===== config.mk =====
export PLATFORM = sky130hd
export DESIGN_NAME = ldc_compensator
export DESIGN_NICKNAME = d
export VERILOG_FILES = /design/src/rtl/ldc_pkg.sv /design/src/rtl/ldc_drop_term.sv /design/src/rtl/ldc_saturate.sv /design/src/rtl/ldc_compensator.sv
export SDC_FILE = /design/constraint.sdc
export NUM_CORES = 1
export LEC_CHECK = 0
export BUFFER_PORTS_ARGS = -buffer_cell sky130_fd_sc_hd__buf_4
export CORE_MARGIN = 10
export CORE_UTILIZATION = 26
export CTS_BUF_LIST = sky130_fd_sc_hd__clkbuf_8
export DETAILED_ROUTE_END_ITERATION = 8
export PLACE_DENSITY = 0.42
export SLEW_MARGIN = 20
export SYNTH_ARGS = -nofsm -noshare
export SYNTH_HDL_FRONTEND = slang
export SYNTH_SLANG_ARGS = --single-unit

===== constraint.sdc =====
create_clock -name clk -period 0.8 [get_ports clk]
set_input_delay 0.16 -clock clk [delete_from_list [all_inputs] [get_ports clk]]
set_output_delay 0.16 -clock clk [all_outputs]
set_load 0.005 [all_outputs]

===== src/rtl/ldc_pkg.sv =====
package ldc_pkg;

  typedef enum logic [1:0] {
    POL_OFF   = 2'b00,
    POL_PXPR  = 2'b01,
    POL_NXPR  = 2'b10,
    POL_PXNR  = 2'b11
  } ldc_pol_e;

  typedef struct packed {
    logic bypass;
    logic neg_r;
    logic neg_x;
  } ldc_ctl_t;

  function automatic ldc_ctl_t ldc_decode(input logic [1:0] sel);
    ldc_ctl_t c;
    c = '0;
    unique case (ldc_pol_e'(sel))
      POL_OFF:  c.bypass = 1'b1;
      POL_PXPR: c = '0;
      POL_NXPR: c.neg_x  = 1'b1;
      POL_PXNR: c.neg_r  = 1'b1;
      default:  c = '0;
    endcase
    return c;
  endfunction

endpackage


===== src/rtl/ldc_drop_term.sv =====
module ldc_drop_term #(
  parameter int CUR_W = 16,
  parameter int SET_W = 8,
  parameter int SHIFT = 8,
  localparam int PROD_W = CUR_W + SET_W + 1,
  localparam int TERM_W = PROD_W - SHIFT + 1
) (
  input  logic                     neg,
  input  logic [SET_W-1:0]         coef,
  input  logic signed [CUR_W-1:0]  cur,
  output logic signed [TERM_W-1:0] term
);

  logic signed [PROD_W-1:0]         prod;
  logic signed [PROD_W-1:0]         scaled;
  logic signed [PROD_W-SHIFT-1:0]   trimmed;

  always_comb begin
    prod    = PROD_W'($signed({1'b0, coef})) * PROD_W'(cur);
    scaled  = prod >>> SHIFT;
    trimmed = $signed(scaled[PROD_W-SHIFT-1:0]);
    if (neg) begin
      term = -TERM_W'(trimmed);
    end else begin
      term = TERM_W'(trimmed);
    end
  end

endmodule


===== src/rtl/ldc_saturate.sv =====
module ldc_saturate #(
  parameter int IN_W  = 20,
  parameter int OUT_W = 16
) (
  input  logic signed [IN_W-1:0]  din,
  output logic signed [OUT_W-1:0] dout
);

  localparam logic signed [IN_W-1:0] MAXV = {{(IN_W-OUT_W+1){1'b0}}, {(OUT_W-1){1'b1}}};
  localparam logic signed [IN_W-1:0] MINV = {{(IN_W-OUT_W+1){1'b1}}, {(OUT_W-1){1'b0}}};

  always_comb begin
    if (din > MAXV) begin
      dout = MAXV[OUT_W-1:0];
    end else if (din < MINV) begin
      dout = MINV[OUT_W-1:0];
    end else begin
      dout = din[OUT_W-1:0];
    end
  end

endmodule


===== src/rtl/ldc_compensator.sv =====
module ldc_compensator #(
  parameter int V_W   = 16,
  parameter int CUR_W = 16,
  parameter int SET_W = 8,
  parameter int SHIFT = 8
) (
  input  logic                    clk,
  input  logic                    rst_n,
  input  logic                    in_valid,
  input  logic signed [V_W-1:0]   v_in,
  input  logic signed [CUR_W-1:0] i_p,
  input  logic signed [CUR_W-1:0] i_q,
  input  logic [SET_W-1:0]        r_set,
  input  logic [SET_W-1:0]        x_set,
  input  logic [1:0]              pol_sel,
  output logic                    out_valid,
  output logic signed [V_W-1:0]   v_out
);
  import ldc_pkg::*;

  localparam int NTERM  = 2;
  localparam int PROD_W = CUR_W + SET_W + 1;
  localparam int TERM_W = PROD_W - SHIFT + 1;
  localparam int DROP_W = TERM_W + 1;
  localparam int ACC_W  = ((DROP_W > V_W) ? DROP_W : V_W) + 1;

  ldc_ctl_t                  ctl;
  logic [SET_W-1:0]          coef [NTERM];
  logic signed [CUR_W-1:0]   cur  [NTERM];
  logic                      neg  [NTERM];
  logic signed [TERM_W-1:0]  term [NTERM];
  logic signed [DROP_W-1:0]  drop;
  logic signed [ACC_W-1:0]   acc;
  logic signed [V_W-1:0]     sat_val;
  logic signed [V_W-1:0]     v_nxt;
  logic                      vld_nxt;

  always_comb begin
    ctl     = ldc_decode(pol_sel);
    coef[0] = r_set;
    cur[0]  = i_p;
    neg[0]  = ctl.neg_r;
    coef[1] = x_set;
    cur[1]  = i_q;
    neg[1]  = ctl.neg_x;
  end

  for (genvar g = 0; g < NTERM; g++) begin : g_term
    ldc_drop_term #(
      .CUR_W (CUR_W),
      .SET_W (SET_W),
      .SHIFT (SHIFT)
    ) u_term (
      .neg  (neg[g]),
      .coef (coef[g]),
      .cur  (cur[g]),
      .term (term[g])
    );
  end

  always_comb begin
    drop = DROP_W'(term[0]) + DROP_W'(term[1]);
    if (ctl.bypass) begin
      acc = ACC_W'(v_in);
    end else begin
      acc = ACC_W'(v_in) - ACC_W'(drop);
    end
  end

  ldc_saturate #(
    .IN_W  (ACC_W),
    .OUT_W (V_W)
  ) u_sat (
    .din  (acc),
    .dout (sat_val)
  );

  // next-state
  always_comb begin
    vld_nxt = in_valid;
    v_nxt   = v_out;
    if (in_valid) begin
      v_nxt = sat_val;
    end
  end

  // registers
  always_ff @(posedge clk or negedge rst_n) begin
    if (!rst_n) begin
      out_valid <= 1'b0;
      v_out     <= '0;
    end else begin
      out_valid <= vld_nxt;
      v_out     <= v_nxt;
    end
  end


  vld_follow_chk: assert property (@(posedge clk) disable iff (!rst_n)
    $past(rst_n) |-> (out_valid == $past(in_valid)));


  idle_hold_chk: assert property (@(posedge clk) disable iff (!rst_n)
    ($past(rst_n) && !$past(in_valid)) |-> $stable(v_out));


  bypass_pass_chk: assert property (@(posedge clk) disable iff (!rst_n)
    ($past(rst_n) && $past(in_valid) && ($past(pol_sel) == 2'b00)) |-> (v_out == $past(v_in)));


  zero_set_chk: assert property (@(posedge clk) disable iff (!rst_n)
    ($past(rst_n) && $past(in_valid) && ($past(r_set) == '0) && ($past(x_set) == '0))
      |-> (v_out == $past(v_in)));

endmodule


==> flow_summary.json <==
{
  "num_rows": 78,
  "drive_gt1_share_pct": 31.9,
  "wl_per_cell_um": 14.0,
  "synth_nets": 1813,
  "cts-root-buf": "clkbuf_8",
  "layout_common_cells": "382 x buf_4, 240 x inv_1, 215 x fa_1",
  "antenna_cells": 0,
  "routed-via-count": 10627,
  "nets": 2218,
  "die_h_um": 235,
  "clock_latency_ps": 250,
  "cp.arrival_ps": 7750,
  "synth_top_area_share_pct": 36.8,
  "dr.pass1.iters": 4,
  "relSlewSlack_pct": 60.3,
  "synth_area_leaders": "fa_1 37%, ha_1 12%, inv_1 7.8%",
  "clk_pin_slew_ps": 70,
  "grt_pass1_wl_mm": 58.0,
  "pin_count": 86,
  "synth.avg_cell_area_um2": 8.49,
  "hold_path.class": "in2reg",
  "yosys.area.top_type": "fa_1",
  "drcViolationCount": 0,
  "drt_iter0_drc": 323,
  "slew_viol_final": 0,
  "wirelength_mm": 33.7,
  "ys_seq_area_share_pct": 3.55,
  "worstMarginPinSlew_ps": 589,
  "finalSetupViolCount": 33,
  "postRouteAntennaNets": 0,
  "syn_inst": 1409,
  "fp.dieArea_um2": 55000,
  "grt_pass1_vias": 11712,
  "async_reset_ff_share_pct": 100,
  "grt_use_total_pct": 12.6,
  "synth_cell_type_count": 66,
  "routed_via_density": 4.40,
  "syn_area_um2": 12000,
  "antenna_found_initial": 2,
  "ys_warn_count": 0,
  "final_common_cell": "buf_4",
  "cts.htree.levels": 1,
  "fin_worst_skew_ps": 0,
  "portBuffers": 85,
  "status": "complete, but fails checks",
  "critPathLaunchType": "primary input",
  "criticalPathCategory": "in2reg",
  "core_um2": 45500,
  "grt_setup_unrepaired": "yes",
  "cts_buffers": 3,
  "synthFlopType": "dfrtp_1",
  "violations": "negative setup slack",
  "fin_crit_sh_pct": 953,
  "hpwl_mm": 30.0,
  "worst-path-max-fanout": 7,
  "finalCriticalPeriod_ps": 7620,
  "start_util_pct": 26.3,
  "whs_ps": 237,
  "cts_num_sinks": 17,
  "synth_edf_count": 0,
  "cts_buffer_depth": 2,
  "overflow": 0,
  "area_delta_synth_final_pct": 43.5,
  "finalWorstSetupSlack_ps": -6820,
  "yosys_register_bits": 17,
  "cp.required_ps": 930,
  "report.final.hold_viol_count": 0,
  "cts_tree": "yes",
  "drv_cap": 0,
  "timing.fmax_ghz": 0.131,
  "grt_max_degree": 21,
  "endpoint_kind": "flip-flop",
  "die_w_um": 235,
  "gp_congestion": 0.804
}
[final cells by class]
cell class,instances,area [µm²]
Tap cell,600,751
Timing Repair Buffer,439,3600
Fill cell,4744,28300
Clock buffer,3,41.3
Multi-Input combinational cell,1103,11400
Clock inverter,1,5.00
Sequential cell,17,425
Inverter,250,938
[kinds of logic after synthesis]
family | count (synthesis) | synth area share [%]
adder cells (fa/ha/maj) | 335 | 48.8
AO/OA/AOI/OAI | 231 | 12.8
buffers and inverters | 290 | 9.16
flip-flops | 17 | 3.55
multiplexers | 7 | 0.596
XOR/XNOR | 84 | 6.15
AND/OR/NAND/NOR | 445 | 18.9
[synth_stat cells (8+ instances only)]
library cell / number
inv_1: 250
fa_1: 220
nand2_1: 167
and2_1: 149
ha_1: 115
a21oi_1: 57
xnor2_1: 57
nor2_1: 49
o21ai_0: 49
clkbuf_1: 37
xor2_1: 27
a21o_1: 19
dfrtp_1: 17
o311ai_0: 16
nand3_1: 15
a31oi_1: 12
o21a_1: 12
nor3_1: 10
nand2b_1: 8
o21bai_1: 8
[path summary, 6_finish.rpt]
check                      cells past startpoint  slack, ps         to  startpoint
hold / removal                                 2        240  out_valid    in_valid
hold reg to reg                                2        570   v_out[5]    v_out[5]
setup reg to reg                               2       -210  v_out[14]   v_out[14]
setup / recovery                              28      -6820   v_out[6]      i_p[4]
max in group asynchronous                      2        290   v_out[0]       rst_n
min in group asynchronous                      2        310  v_out[10]       rst_n
[critical path, cell delays in order]
cell       delay, ps
buf_4            110
buf_4            150
and2_1           170
fa_2             340
fa_1             520
fa_1             520
fa_1             560
ha_4             210
and3_4           150
a221o_1          330
a21o_1           180
a2111o_1         400
a2111o_1         400
a21o_1           190
or4b_4           480
a32oi_2          270
xnor2_2          120
fa_1             560
inv_2             50
ha_4             250
buf_6            130
a21o_4           230
o2111ai_2        230
o311ai_4         160
buf_4            170
o311ai_4         350
buf_6            230
o311ai_2         110
[metal layers]
layer,track usage [%],up-vias,wire (µm)
met5,0,-,27
met4,1.08,4,248
met3,0.819,20,642
met2,23.2,78,17200
met1,16.4,5198,15600
li1,-,5327,-
[state kept, by name (all words and copies together) (netlist names)]
name / flops
out_valid: 1
v_out: 16
[per-stage QoR]
stage,util [%],instance area [µm²],setup slack [ps],TNS [ps],cells
after detailed placement,34.7,15800,-7510,-118190,2379
after global routing,37.8,17200,-7070,-115510,2413
after CTS,36.5,16600,-6850,-111580,2402
after global placement,34.7,15800,-7400,-116980,2379
after floorplan,-,12200,-6940,-110120,1409
final,37.8,17200,-6820,-111020,2413
[timing repair]
action,CTS,global route
buffers inserted,16,11
gates resized for setup,114,95
hold buffers,1,0
endpoints found under the setup margin,33,33
gates cloned,2,1
pin swaps,43,70
hold endpoints to repair,17,0
Power is left out: the tool's default activity adds up to more than one toggle a clock period on the data nets, which glitch-free logic cannot reach.
